===== config.mk =====
export PLATFORM = sky130hd
export DESIGN_NAME = di_pair_issue
export DESIGN_NICKNAME = d
export VERILOG_FILES = /design/src/rtl/dual_issue_pkg.sv /design/src/rtl/di_slot_decode.sv /design/src/rtl/di_pair_hazard.sv /design/src/rtl/di_next_pc.sv /design/src/rtl/di_pair_issue.sv
export SDC_FILE = /design/constraint.sdc
export NUM_CORES = 1
export LEC_CHECK = 0
export ABC_AREA = 1
export BUFFER_PORTS_ARGS = -buffer_cell sky130_fd_sc_hd__buf_2
export CORE_MARGIN = 2
export CORE_UTILIZATION = 45
export DETAILED_ROUTE_END_ITERATION = 8
export PLACE_DENSITY = 0.69
export SYNTH_ARGS = -nofsm -noshare
export SYNTH_HDL_FRONTEND = slang
export SYNTH_HIERARCHICAL = 1
export SYNTH_SLANG_ARGS = --single-unit

===== constraint.sdc =====
create_clock -name clk -period 3.6 [get_ports clk]
set_clock_uncertainty 0.2 [all_clocks]
set_input_delay 0.18 -clock clk [delete_from_list [all_inputs] [get_ports clk]]
set_output_delay 0.18 -clock clk [all_outputs]
set_load 0.02 [all_outputs]

===== src/rtl/dual_issue_pkg.sv =====
package dual_issue_pkg;

   localparam int OPC_W = 4;

   typedef enum logic [OPC_W-1:0] {
      OPC_NOP = 4'd0,
      OPC_ALU = 4'd1,
      OPC_JMP = 4'd2,
      OPC_BRC = 4'd3,
      OPC_LD  = 4'd4,
      OPC_ST  = 4'd5
   } opc_e;

   typedef struct packed {
      logic wr_dst;
      logic rd_src1;
      logic rd_src2;
      logic jmp;
      logic brc;
   } slot_info_t;

endpackage


===== src/rtl/di_slot_decode.sv =====
module di_slot_decode
   import dual_issue_pkg::*;
#(
   parameter int INSN_W   = 32,
   parameter bit MEM_SLOT = 1'b0
) (
   input  logic [INSN_W-1:0] insn,
   output slot_info_t        info,
   output logic              legal
);

   logic [OPC_W-1:0] opc;
   assign opc = insn[INSN_W-1 -: OPC_W];

   always_comb begin
      info = '0;
      case (opc)
         OPC_ALU: begin
            info.wr_dst  = 1'b1;
            info.rd_src1 = 1'b1;
            info.rd_src2 = 1'b1;
         end
         OPC_JMP: info.jmp = 1'b1;
         OPC_BRC: begin
            info.brc     = 1'b1;
            info.rd_src1 = 1'b1;
            info.rd_src2 = 1'b1;
         end
         OPC_LD: begin
            info.wr_dst  = 1'b1;
            info.rd_src1 = 1'b1;
         end
         OPC_ST: begin
            info.rd_src1 = 1'b1;
            info.rd_src2 = 1'b1;
         end
         default: info = '0;
      endcase
   end

   // slot class rule: the variant is picked by which slot this decoder serves
   generate
      if (MEM_SLOT) begin : g_mem_slot
         assign legal = (opc == OPC_NOP) || (opc == OPC_LD) || (opc == OPC_ST);
      end else begin : g_alu_slot
         assign legal = (opc == OPC_NOP) || (opc == OPC_ALU) ||
                        (opc == OPC_JMP) || (opc == OPC_BRC);
      end
   endgenerate

endmodule


===== src/rtl/di_pair_hazard.sv =====
module di_pair_hazard
   import dual_issue_pkg::*;
#(
   parameter int REG_BITS  = 5,
   parameter bit ZERO_REG  = 1'b1,
   parameter bit CHECK_WAW = 1'b1
) (
   input  slot_info_t          a_info,
   input  logic [REG_BITS-1:0] a_dst,
   input  slot_info_t          m_info,
   input  logic [REG_BITS-1:0] m_dst,
   input  logic [REG_BITS-1:0] m_src1,
   input  logic [REG_BITS-1:0] m_src2,
   output logic                hazard
);

   logic a_writes;
   logic raw_hit;
   logic waw_hit;

   generate
      if (ZERO_REG) begin : g_zero_reg
         assign a_writes = a_info.wr_dst && (a_dst != '0);
      end else begin : g_no_zero_reg
         assign a_writes = a_info.wr_dst;
      end
   endgenerate

   assign raw_hit = a_writes &&
                    ((m_info.rd_src1 && (m_src1 == a_dst)) ||
                     (m_info.rd_src2 && (m_src2 == a_dst)));

   generate
      if (CHECK_WAW) begin : g_waw
         assign waw_hit = a_writes && m_info.wr_dst && (m_dst == a_dst);
      end else begin : g_no_waw
         assign waw_hit = 1'b0;
      end
   endgenerate

   assign hazard = raw_hit || waw_hit;

endmodule


===== src/rtl/di_next_pc.sv =====
module di_next_pc #(
   parameter int PC_W  = 32,
   parameter int IMM_W = 13
) (
   input  logic [PC_W-1:0]  pc,
   input  logic             redir_valid,
   input  logic [PC_W-1:0]  redir_pc,
   input  logic             advance,
   input  logic             take,
   input  logic [IMM_W-1:0] imm,
   output logic [PC_W-1:0]  pc_next
);

   localparam int EXT_W = PC_W - IMM_W - 2;

   logic [PC_W-1:0] offset;
   logic [PC_W-1:0] sum;
   logic [PC_W-1:0] target;

   assign offset = {{EXT_W{imm[IMM_W-1]}}, imm, 2'b00};
   assign sum    = pc + offset;
   assign target = {sum[PC_W-1:3], 3'b000};

   always_comb begin
      if (redir_valid)   pc_next = redir_pc;
      else if (!advance) pc_next = pc;
      else if (take)     pc_next = target;
      else               pc_next = pc + PC_W'(8);
   end

endmodule


===== src/rtl/di_pair_issue.sv =====
module di_pair_issue
   import dual_issue_pkg::*;
#(
   parameter int              PC_W      = 32,
   parameter int              INSN_W    = 32,
   parameter int              REG_BITS  = 5,
   parameter logic [PC_W-1:0] RESET_PC  = '0,
   parameter bit              ZERO_REG  = 1'b1,
   parameter bit              CHECK_WAW = 1'b1
) (
   input  logic                clk,
   input  logic                rst_n,
   input  logic                redir_valid,
   input  logic [PC_W-1:0]     redir_pc,
   input  logic                branch_cond,
   input  logic [2*INSN_W-1:0] fetch_pair,
   output logic [PC_W-1:0]     fetch_pc,
   output logic                issue_valid,
   output logic                issue_taken,
   output logic [PC_W-1:0]     issue_pc,
   output logic [INSN_W-1:0]   issue_alu,
   output logic [INSN_W-1:0]   issue_mem,
   output logic                err_align,
   output logic                err_class,
   output logic                err_dep
);

   localparam int IMM_W    = INSN_W - OPC_W - 3*REG_BITS;
   localparam int DST_LSB  = INSN_W - OPC_W - REG_BITS;
   localparam int SRC1_LSB = DST_LSB - REG_BITS;
   localparam int SRC2_LSB = SRC1_LSB - REG_BITS;
   localparam int NSLOT    = 2;

   // elaboration-time parameter checks
   if (IMM_W < 1) begin : g_bad_imm
      $error("di_pair_issue: INSN_W leaves no room for an immediate");
   end
   if (PC_W < IMM_W + 3) begin : g_bad_pc
      $error("di_pair_issue: PC_W too narrow for the branch offset");
   end
   if (RESET_PC[2:0] != 3'b000) begin : g_bad_reset
      $error("di_pair_issue: RESET_PC must be 8-byte aligned");
   end

   logic [PC_W-1:0]   pc_q;
   logic [PC_W-1:0]   pc_nxt;
   logic [INSN_W-1:0] word [NSLOT];
   slot_info_t        info [NSLOT];
   logic              legal [NSLOT];
   logic              misaligned;
   logic              class_bad;
   logic              hazard;
   logic              take;
   logic              pair_ok;

   genvar s;
   generate
      for (s = 0; s < NSLOT; s++) begin : g_slot
         assign word[s] = fetch_pair[s*INSN_W +: INSN_W];
         di_slot_decode #(
            .INSN_W  (INSN_W),
            .MEM_SLOT(s == 1)
         ) i_dec (
            .insn (word[s]),
            .info (info[s]),
            .legal(legal[s])
         );
      end
   endgenerate

   di_pair_hazard #(
      .REG_BITS (REG_BITS),
      .ZERO_REG (ZERO_REG),
      .CHECK_WAW(CHECK_WAW)
   ) i_hazard (
      .a_info(info[0]),
      .a_dst (word[0][DST_LSB +: REG_BITS]),
      .m_info(info[1]),
      .m_dst (word[1][DST_LSB +: REG_BITS]),
      .m_src1(word[1][SRC1_LSB +: REG_BITS]),
      .m_src2(word[1][SRC2_LSB +: REG_BITS]),
      .hazard(hazard)
   );

   assign misaligned = (pc_q[2:0] != 3'b000);
   assign class_bad  = !legal[0] || !legal[1];
   assign take       = info[0].jmp || (info[0].brc && branch_cond);
   assign pair_ok    = !redir_valid && !misaligned && !class_bad && !hazard;

   di_next_pc #(
      .PC_W (PC_W),
      .IMM_W(IMM_W)
   ) i_npc (
      .pc         (pc_q),
      .redir_valid(redir_valid),
      .redir_pc   (redir_pc),
      .advance    (pair_ok),
      .take       (take),
      .imm        (word[0][IMM_W-1:0]),
      .pc_next    (pc_nxt)
   );

   always_ff @(posedge clk or negedge rst_n) begin
      if (!rst_n) begin
         pc_q        <= RESET_PC;
         issue_valid <= 1'b0;
         issue_taken <= 1'b0;
         issue_pc    <= '0;
         issue_alu   <= '0;
         issue_mem   <= '0;
         err_align   <= 1'b0;
         err_class   <= 1'b0;
         err_dep     <= 1'b0;
      end else begin
         pc_q        <= pc_nxt;
         issue_valid <= pair_ok;
         issue_taken <= pair_ok && take;
         err_align   <= !redir_valid && misaligned;
         err_class   <= !redir_valid && !misaligned && class_bad;
         err_dep     <= !redir_valid && !misaligned && !class_bad && hazard;
         if (pair_ok) begin
            issue_pc  <= pc_q;
            issue_alu <= word[0];
            issue_mem <= word[1];
         end
      end
   end

   assign fetch_pc = pc_q;

endmodule


# Word level (Yosys, flattened, before mapping)
# Index checks and enable logic that the tools add are counted.
[word_totals]
register_bits = 133
inputBits = 100
output_inout_bits = 133
word_cells = 69
[op_classes]
n_addsub = 2
eq_ne = 11
mux = 9
n_reduce_logical = 38
[ops]
columns = ["cell", "n"]
rows = [
  ["32-bit two-way mux", 3],
  ["32-bit adder", 1],
  ["32-bit by 4-bit adder with 32-bit output, second input constant", 1],
  ["5-bit == test", 3],
  ["1-bit logical AND", 14],
  ["4-bit by 2-bit == test with 1-bit output, second input constant", 3],
  ["4-bit by 3-bit == test with 1-bit output, second input constant", 3],
  ["1-bit logical OR", 9],
  ["4-bit by 1-bit == test with 1-bit output, second input constant", 2],
  ["4-bit logical NOT", 2],
  ["1-bit logical NOT", 6],
  ["1-bit two-way mux", 6],
  ["5-bit nonzero test", 1],
  ["2-bit OR reduction", 2],
  ["4-bit OR reduction", 1],
  ["3-bit nonzero test", 1],
  ["3-bit OR reduction", 1],
  ["2-bit nonzero test", 1],
]

# Depth between registers and ports, before layout
# Gate-level depths: netlist of run 1.
[logic_depth]
ltp_word = 11
depth_mapped = 22

# Hierarchy
# The synthesis of run 1 kept the hierarchy.
[by_module_without_submodules]
columns = ["mod", "instances", "cells_per_inst", "area_each_um2"]
rows = [
  ["di_pair_issue", 1, 463, 4783.3],
  ["di_next_pc", 1, 812, 3890.0],
  ["di_pair_hazard", 1, 81, 321.6],
  ["di_slot_decode (g_slot[1].i_dec)", 1, 21, 92.6],
  ["di_slot_decode (g_slot[0].i_dec)", 1, 18, 75.1],
]

# Worst setup path before layout of run 1
# Ideal clock, no wire load.
[synth_timing]
kind = "register to register"
from = "reg pc_q[1], in the netlist fetch_pc[1]"
to = "reg pc_q[13], in the netlist fetch_pc[13]"
setup_time_ns = 0.124
arrival_time_ns = 1.993
setup_slack_ns = 1.283
path_stages_with_launch = 14
path_buffers = 3
path_cell_list = "dfrtp_1 -> nor2_2 -> nand3_2 -> nor2_2 -> nand2_2 -> buf_4 -> inv_1 -> buf_2 -> inv_1 -> buf_4 -> o21ai_0 -> o21ai_0 -> o211ai_1 -> nand2_1"
[synth_between]
elab_chain_cells = 6
elab_cells_between_ends = 11
[synth_lines]
columns = ["item", "line_no", "rtl"]
rows = [
  ["start: declaration", "di_pair_issue.sv:45", "logic [PC_W-1:0] pc_q;"],
  ["start signal: assignment", "di_pair_issue.sv:115", "pc_q <= pc_nxt;"],
  ["3-bit nonzero test", "di_pair_issue.sv:85", "assign misaligned = (pc_q[2:0] != 3'b000);"],
  ["1-bit logical NOT", "di_pair_issue.sv:88", "assign pair_ok = !redir_valid && !misaligned && !class_bad && !hazard;"],
  ["1-bit logical AND (3 in series)", "di_pair_issue.sv:88", ""],
  ["named net pair_ok", "di_pair_issue.sv:54", "logic pair_ok;"],
  ["2-bit nonzero test (no source line)", "-", ""],
]
# The timed path passes the listed nets, and every way through them passes these cells. The select of a mux whose other input is x is not followed.
# A chain may end at the register's enable or synchronous reset.

==> impl_metrics.tcl, run 1 <==
set metrics [dict create \
    grt_pass1_wl_microns 50500 \
    grt_max_degree 101 \
    dr_total_vias 10156 \
    hold_depth 3 \
    min_from "fetch_pair[12]" \
    vias_per_cell 5.12 \
    min_path_type "input pin to register" \
    timing.hold.ws_ps 70.1 \
    die-area_sq_mm 0.0215 \
    synth_area_sq_mm 0.00914 \
    setup_slack_ps 635 \
    finalNetCount 1830 \
    cp-end-kind "register" \
    drv_slew 0 \
    cp-start-kind "input pin" \
    syn2layout_area_growth_pct 31.5 \
    syn_avg_cell_area_sq_um 6.58 \
    preCtsSetupSlack_ps 811 \
    cts_tree "built" \
    core_area_sq_mm 0.0201 \
    setup_tns_ps 0 \
    worstMarginPinSlew_ps 1040 \
    cp_max_fo 20 \
    grt_setup_unrepaired "false" \
    setup_violations 0 \
    rr_startpoint "fetch_pc[2]$_DFF_PN0_" \
    period_share 0.824 \
    initial_core_util 0.454 \
    ir_worst_vdd_uv 318 \
    fin_crit_ps 2960 \
    avgRoutedWirePerCell_microns 15.9 \
    maxSlewHeadroom 0.307 \
    drtIter0Drc 675 \
    p_leak_nw 6.86 \
    postRouteAntennaNets 0 \
    hold_violations 0 \
    drc 0 \
    antenna_found_initial 1 \
    cts_max_level 4 \
    path_class "input pin to register" \
    io_pins 233 \
    grt.overflow.total 0 \
    place.port_buffers 232 \
    arrival_ps 3120 \
    first_pass_iters 5 \
    status "complete, no violations" \
    grt_usage 0.294 \
    clk_pin_slew_ps 60 \
    max_clock_freq_mhz 337 \
    timing.rr.end "fetch_pc[24]$_DFF_PN0_" \
    fp-row-count 52 \
    root_buffer "clkbuf_16" \
    syn_nets 1518 \
    synthCells 1388 \
    dpl.hpwl_microns 22100 \
    insertion_delay_ps 430 \
    wl_microns 31500 \
    die_w_microns 146 \
    cp_data_required_time_ps 3760 \
    hold_path_end "issue_alu[12]$_DFFE_PN0P_" \
    drv_cap 0 \
    gp_congestion 0.990 \
    reg2reg_depth 13 \
    drive_gt1_frac 0.183 \
    clockBufferDepth 2 \
    synth_warnings 6 \
    r2r_slack_ps 840 \
    die-height_microns 146 \
    p_per_area_mw_per_mm2 414 \
    tritoncts.num_buffers 17 \
    cts.sinks 133 \
    grt_pass1_vias 9782 \
]
through the flow:
step                instance area (sq um)  cells  power (mW)  utilization
floorplan                            9140   1388        2.65            -
global placement                    10400   1853        3.13        0.520
detailed placement                  10400   1853        3.15        0.520
CTS                                 12000   1982        4.99        0.597
global route                        12000   1983        5.24        0.597
finish                              12000   1983        4.98        0.597
layout by cell type (no fill, tap or decap), types with 2 or more instances in the layout:
master and n:
inv_1 142, clkinv_4 2, buf_4 12, nor3_1 11
inv_2 6, and2_1 4, a21oi_1 64, nand3b_1 4
inv_6 3, bufinv_16 2, nand4_1 12, clkinv_2 4
xor2_1 12, dfrtp_1 133, o21bai_1 3, nor3_4 3
nand3_1 161, nand3_2 4, o21ai_1 16, xnor2_1 3
nand2_2 4, o211ai_1 7, nand4_2 2, dlygate4sd3_1 98
nand2_1 558, a21o_1 3, buf_2 231, nor2_2 10
nor2_4 4, nor3_2 3, ha_1 29, o21ai_0 29
clkinvlp_4 3, clkbuf_16 17, nor2_1 104
registers in the layout, indices dropped and copies added, names as in the netlist:
name         flops
issue_pc        32
issue_mem       32
fetch_pc        32
issue_taken      1
issue_valid      1
issue_alu       32
err_dep          1
err_class        1
err_align        1
area by class of cell:
class	instances	area, sq um
fillers	1848	8090
well taps	270	338
diodes	1	2.50
inverters	149	561
clock inverters	14	153
clock buffers	17	425
repair buffers	342	2240
flip-flops and latches	133	3330
multi-input cells	1057	4960
per-layer routing:
layer / vias to the layer above / wire length (microns) / track usage
met1: 4676 / 13700 / 0.390
li1: 5034 / - / -
met3: 48 / 2250 / 0.0550
met5: - / 0 / 0
met4: 0 / 649 / 0.0869
met2: 398 / 14900 / 0.493
worst max-delay path, cell delays in order:
cell and delay (ps):
dlygate4sd3_1 530, buf_2 150, nor2_2 150, nand2_1 80, nand3_1 80, nand2_1 60
nor2_1 100, nand3_1 80, nand2_1 60, nand2_1 40, nand2_1 70, clkinv_2 70
nand2_4 70, inv_1 40, buf_4 190, nand2_1 610, o21ai_0 230, o21ai_0 130
o211ai_1 100, nand2_1 90
repair_timing:
action | CTS | global route
setup buffers | 0 | 0
resized for setup | 0 | 0
setup endpoints to repair | 0 | 0
endpoints found under the hold margin | 196 | 0
hold buffers | 98 | 0
power by group:
group          total [mW]  switching [mW]  internal [mW]
sequential           1.83           0.163           1.67
combinational        1.39           0.897          0.494
clock                1.75           0.727           1.02
worst max-delay path by stage:
stage | from | endpoint | cells after the start
floorplan | fetch_pc[1]$_DFF_PN0_ | fetch_pc[13]$_DFF_PN0_ | 13
global placement | fetch_pair[62] | fetch_pc[8]$_DFF_PN0_ | 19
detailed placement | fetch_pair[62] | fetch_pc[13]$_DFF_PN0_ | 18
CTS | fetch_pair[62] | fetch_pc[13]$_DFF_PN0_ | 20
global route | fetch_pair[62] | fetch_pc[13]$_DFF_PN0_ | 19
finish | fetch_pair[62] | fetch_pc[13]$_DFF_PN0_ | 20
No activity file was read; power rests on OpenSTA's default activity.
==> run 2: changes to the inputs <==
Clock period 3.6 ns to 3 ns, I/O delays scaled along.
==> impl_metrics.tcl, run 2 (synthesis results as in run 1) <==
set metrics [dict create \
    wl_microns 32300 \
    grt_pass1_vias 9832 \
    vias_per_cell 5.17 \
    cp-start-kind "input pin" \
    path_class "input pin to register" \
    preCtsSetupSlack_ps 474 \
    layout_common_cells "558 x nand2_1, 231 x buf_2, 161 x nand3_1" \
    grt_setup_unrepaired "false" \
    placed_cell_area_sq_mm 0.0106 \
    die-area_sq_mm 0.0215 \
    first_pass_iters 5 \
    antenna_found_initial 1 \
    cp_data_required_time_ps 3120 \
    syn2layout_area_growth_pct 33.6 \
    clockBufferDepth 2 \
    drv_slew 0 \
    final_cell_area_sq_mm 0.0122 \
    final_common_cell "nand2_1" \
    cp-startpoint "fetch_pair[62]" \
    hold_violations 0 \
    clk_pin_slew_ps 70 \
    tritoncts.num_buffers 17 \
    cts_max_level 4 \
    rr_startpoint "fetch_pc[24]$_DFF_PN0_" \
    max_stage_delay_ps 530 \
    cp_max_fo 18 \
    status "complete, no violations" \
    arrival_ps 2840 \
    regArea_sq_mm 0.00333 \
    grt_usage 0.300 \
    finalPower_mw 6.25 \
    path_depth 19 \
    dr_total_vias 10326 \
    die_w_microns 146 \
    place.port_buffers 232 \
    p_per_area_mw_per_mm2 512 \
    met1_usage 0.397 \
    insertion_delay_ps 430 \
    n_fill_cell 1881 \
    drv_cap 0 \
    critPathBufInv 6 \
    cpLargestDelayFamily "buffers and inverters" \
    setup_slack_ps 280 \
    drive_gt1_frac 0.190 \
    cp-end-kind "register" \
    grtUsageMet3 0.0519 \
    grt_pass1_wl_microns 51100 \
    grt.overflow.total 0 \
    avgRoutedWirePerCell_microns 16.1 \
    cts_resized 0 \
    p_leak_nw 6.97 \
    setup_violations 0 \
    ir_worst_vdd_uv 329 \
    fp-row-count 52 \
    cp_slowest_cell "dlygate4sd3_1" \
    finalNetCount 1846 \
    dpl.hpwl_microns 23000 \
    timing.rr.end "fetch_pc[25]$_DFF_PN0_" \
    core_area_sq_mm 0.0201 \
    met2_usage 0.498 \
    root_buffer "clkbuf_16" \
    max_clock_freq_mhz 368 \
    min_path_type "input pin to register" \
    drc 0 \
    grt_max_degree 95 \
    multi_input_area_sq_mm 0.00496 \
    setup_tns_ps 0 \
    r2r_slack_ps 420 \
    path_cells "dlygate4sd3_1 -> buf_2 -> nor2_2 -> nand2_1 -> nand3_1 -> nand2_1 -> nor2_1 -> nand3_1 -> nand2_1 -> nand2_1 -> nand2_1 -> clkinv_2 -> nand2_4 -> inv_1 -> inv_1 -> buf_4 -> a21oi_1 -> nand2_1 -> nand2_1" \
    postRouteAntennaNets 0 \
    cts.sinks 133 \
    crit_end "fetch_pc[21]$_DFF_PN0_" \
    min_from "fetch_pair[12]" \
    io_pins 233 \
    reg2reg_depth 12 \
    grt-busiest-layer "met2" \
    die-height_microns 146 \
    drtIter0Drc 792 \
    period_share 0.907 \
    maxSlewHeadroom 0.294 \
    initial_core_util 0.454 \
    fin_crit_ps 2720 \
    worstMarginPinSlew_ps 1060 \
    gp_congestion 1.05 \
    cts_tree "built" \
    cpMostUsedCell "nand2_1" \
]
[run 2: changes by cell type in the layout (fill, tap and decap cells not counted)]
| cell | change |
|---|---|
| inv_6 | +1 |
| clkinv_4 | +1 |
| clkinvlp_4 | -2 |
| bufinv_16 | +3 |
| dlygate4sd3_1 | +1 |
| buf_4 | +15 |
| inv_8 | -1 |
| clkinv_2 | -2 |
[run 2: report_power, final]
| group | switching [mW] | total (mW) | internal, mW |
|---|---|---|---|
| clock network | 0.853 | 2.34 | 1.48 |
| registers | 0.162 | 2.17 | 2.01 |
| logic | 1.13 | 1.75 | 0.615 |
| total | 2.15 | 6.25 | 4.10 |
[run 2: through the flow]
| step | util | hold slack, ps | instances |
|---|---|---|---|
| global placement | 0.525 | -3.92 | 1868 |
| finish | 0.607 | 45.5 | 1999 |
| global route | 0.607 | 70.7 | 1999 |
| CTS | 0.607 | 24.4 | 1998 |
| floorplan | - | -346 | 1388 |
| detailed placement | 0.525 | -2.75 | 1868 |
[run 2: layout make-up]
cell class	count	area share
diodes	1	0.000205
clock buffers	17	0.0349
clock inverters	14	0.0184
inverters	149	0.0459
multi-input cells	1057	0.407
flip-flops and latches	133	0.273
well taps	270	0.0277
repair buffers	358	0.193
[run 2: routing by layer]
| metal | vias to the layer above | share of wire |
|---|---|---|
| met1 | 4739 | 0.42 |
| li1 | 5067 | - |
| met5 | - | 0 |
| met2 | 461 | 0.47 |
| met3 | 59 | 0.080 |
| met4 | 0 | 0.025 |
[run 2: worst register-to-register path, stage by stage, from the launching register on]
cell and delay [ps]:
dfrtp_1 540, ha_1 460, nand2_1 110, nor2_1 190
inv_1 100, nor3_1 250, nand3_1 160, nand3_1 110
nand2_1 50, nand3_1 80, nand2_1 90, nand2_1 70
nand2_1 40
[run 2: how the worst min path moves through the flow]
stage / slack [ps] / cells past startpoint / endpoint
finish: 50 / 3 / issue_alu[12]$_DFFE_PN0P_
global route: 70 / 3 / issue_alu[12]$_DFFE_PN0P_
CTS: 20 / 3 / issue_alu[12]$_DFFE_PN0P_
detailed placement: -3 / 1 / issue_mem[23]$_DFFE_PN0P_
global placement: -4 / 1 / issue_mem[22]$_DFFE_PN0P_
floorplan: -350 / 0 / err_align$_DFF_PN0_
[run 2: what timing repair did]
item | in CTS | in global routing
endpoints found under the hold margin | 161 | 0
setup buffers | 0 | 0
hold buffers | 99 | 0
==> run 3: changes to the inputs <==
Settings changed: CELL_PAD_IN_SITES_DETAIL_PLACEMENT set to 0, CELL_PAD_IN_SITES_GLOBAL_PLACEMENT set to 1, CORE_UTILIZATION 45 to 38, PLACE_DENSITY 0.69 to not set, PLACE_DENSITY_LB_ADDON set to 0.1.
==> impl_metrics.tcl, run 3 (synthesis results as in run 1) <==
set metrics [dict create \
    status "complete, no violations" \
    gp_congestion 0.945 \
    syn2layout_area_growth_pct 33.7 \
    grt.overflow.total 0 \
    setup_tns_ps 0 \
    cts_setup_buffers 0 \
    setup_violations 0 \
    drive_gt1_frac 0.192 \
    die-area_sq_mm 0.0253 \
    clockBufferDepth 2 \
    grtUsageMet3 0.0362 \
    worstMarginPinSlew_ps 1030 \
    finalNetCount 1848 \
    hold_violations 0 \
    vias_per_cell 4.93 \
    dr_total_vias 10115 \
    p_per_area_mw_per_mm2 490 \
    placed_cell_area_sq_mm 0.0107 \
    first_pass_iters 5 \
    drv_slew 0 \
    path_class "input pin to register" \
    cp-start-kind "input pin" \
    min_path_type "input pin to async pin" \
    cp-end-kind "register" \
    antenna_cells 0 \
    arrival_ps 2750 \
    die_w_microns 159 \
    drc 0 \
    avgRoutedWirePerCell_microns 16.5 \
    io_pins 233 \
    cts_max_level 4 \
    grt_usage 0.265 \
    maxSlewHeadroom 0.312 \
    wl_microns 33800 \
    grt-busiest-layer "met2" \
    grt_setup_unrepaired "false" \
    drv_cap 0 \
    tritoncts.num_buffers 17 \
    grt_pass1_wl_microns 53500 \
    grt_max_degree 95 \
    finalPower_mw 5.99 \
    cts_resized 0 \
    clk_pin_slew_ps 70 \
    fin_crit_ps 2600 \
    cp_data_required_time_ps 3150 \
    ir_worst_vdd_uv 285 \
    p_leak_nw 6.95 \
    dpl.hpwl_microns 24600 \
    numPlacedInstances 1919 \
    max_clock_freq_mhz 385 \
    place.port_buffers 232 \
    period_share 0.866 \
    insertion_delay_ps 420 \
    met2_usage 0.434 \
    initial_core_util 0.388 \
    root_buffer "clkbuf_16" \
    layout_common_cells "558 x nand2_1, 231 x buf_2, 161 x nand3_1" \
    fp-row-count 56 \
    antenna_found_initial 0 \
    postRouteAntennaNets 0 \
    final_common_cell "nand2_1" \
    drtIter0Drc 833 \
    met1_usage 0.371 \
    cp_max_fo 94 \
    instances_no_fill 2050 \
    grt_pass1_vias 9679 \
    die-height_microns 159 \
    core_area_sq_mm 0.0235 \
    cts.sinks 133 \
    cts_tree "built" \
    final_cell_area_sq_mm 0.0122 \
]
run 3: per-stage QoR:
stage	setup slack, ps	utilization	hold slack, ps
after floorplan	683	-	-346
after global placement	478	0.453	-73.0
after detailed placement	441	0.453	-78.3
after CTS	399	0.519	29.0
after global routing	105	0.519	60.1
final	401	0.519	29.7
run 3: area by class of cell:
class,instances,area (sq um)
Fill cell,2469,11300
Multi-Input combinational cell,1057,4960
Sequential cell,133,3330
Timing Repair Buffer,360,2400
Inverter,149,561
Clock buffer,17,425
Tap cell,319,399
Clock inverter,15,138
run 3: where the power goes:
| group | internal [mW] | total, mW | leakage (nW) | switching (mW) |
|---|---|---|---|---|
| sequential | 2.01 | 2.16 | 1.74 | 0.151 |
| combinational | 0.623 | 1.78 | 4.93 | 1.16 |
| clock | 1.10 | 2.06 | 0.275 | 0.956 |
run 3: critical path: stages:
cell and delay, ps:
dlygate4sd3_1 530, buf_2 150, nor2_2 150, o2bb2ai_1 140, nand2_1 70, nor2_1 120
nand3_1 90, nand2_1 70, nand2_1 40, nand2_1 70, clkinv_2 70, nand2_4 70
buf_4 740, nand2_1 130, nand2_1 90
run 3: timing repair:
action	in CTS	in global routing
endpoints found under the setup margin	0	0
hold buffers	99	0
hold endpoints to repair	215	0
run 3: per-layer routing:
metal | vias up | part of all wire
met5 | - | 0
met4 | 0 | 0.016
met3 | 34 | 0.053
met2 | 326 | 0.46
met1 | 4686 | 0.47
li1 | 5069 | -
run 3: worst paths after layout:
kind                                         start                        end  slack (ps)  depth (start not counted)
min in group clk                    fetch_pair[12]  issue_alu[12]$_DFFE_PN0P_          30                          3
hold reg to reg            issue_pc[5]$_DFFE_PN0P_    issue_pc[5]$_DFFE_PN0P_         260                          2
setup reg to reg            fetch_pc[24]$_DFF_PN0_     fetch_pc[25]$_DFF_PN0_         430                         12
setup / recovery                    fetch_pair[62]    issue_pc[4]$_DFFE_PN0P_         400                         15
max in group asynchronous                    rst_n   issue_pc[13]$_DFFE_PN0P_        1730                          3
hold / removal                               rst_n  issue_mem[23]$_DFFE_PN0P_          30                          2
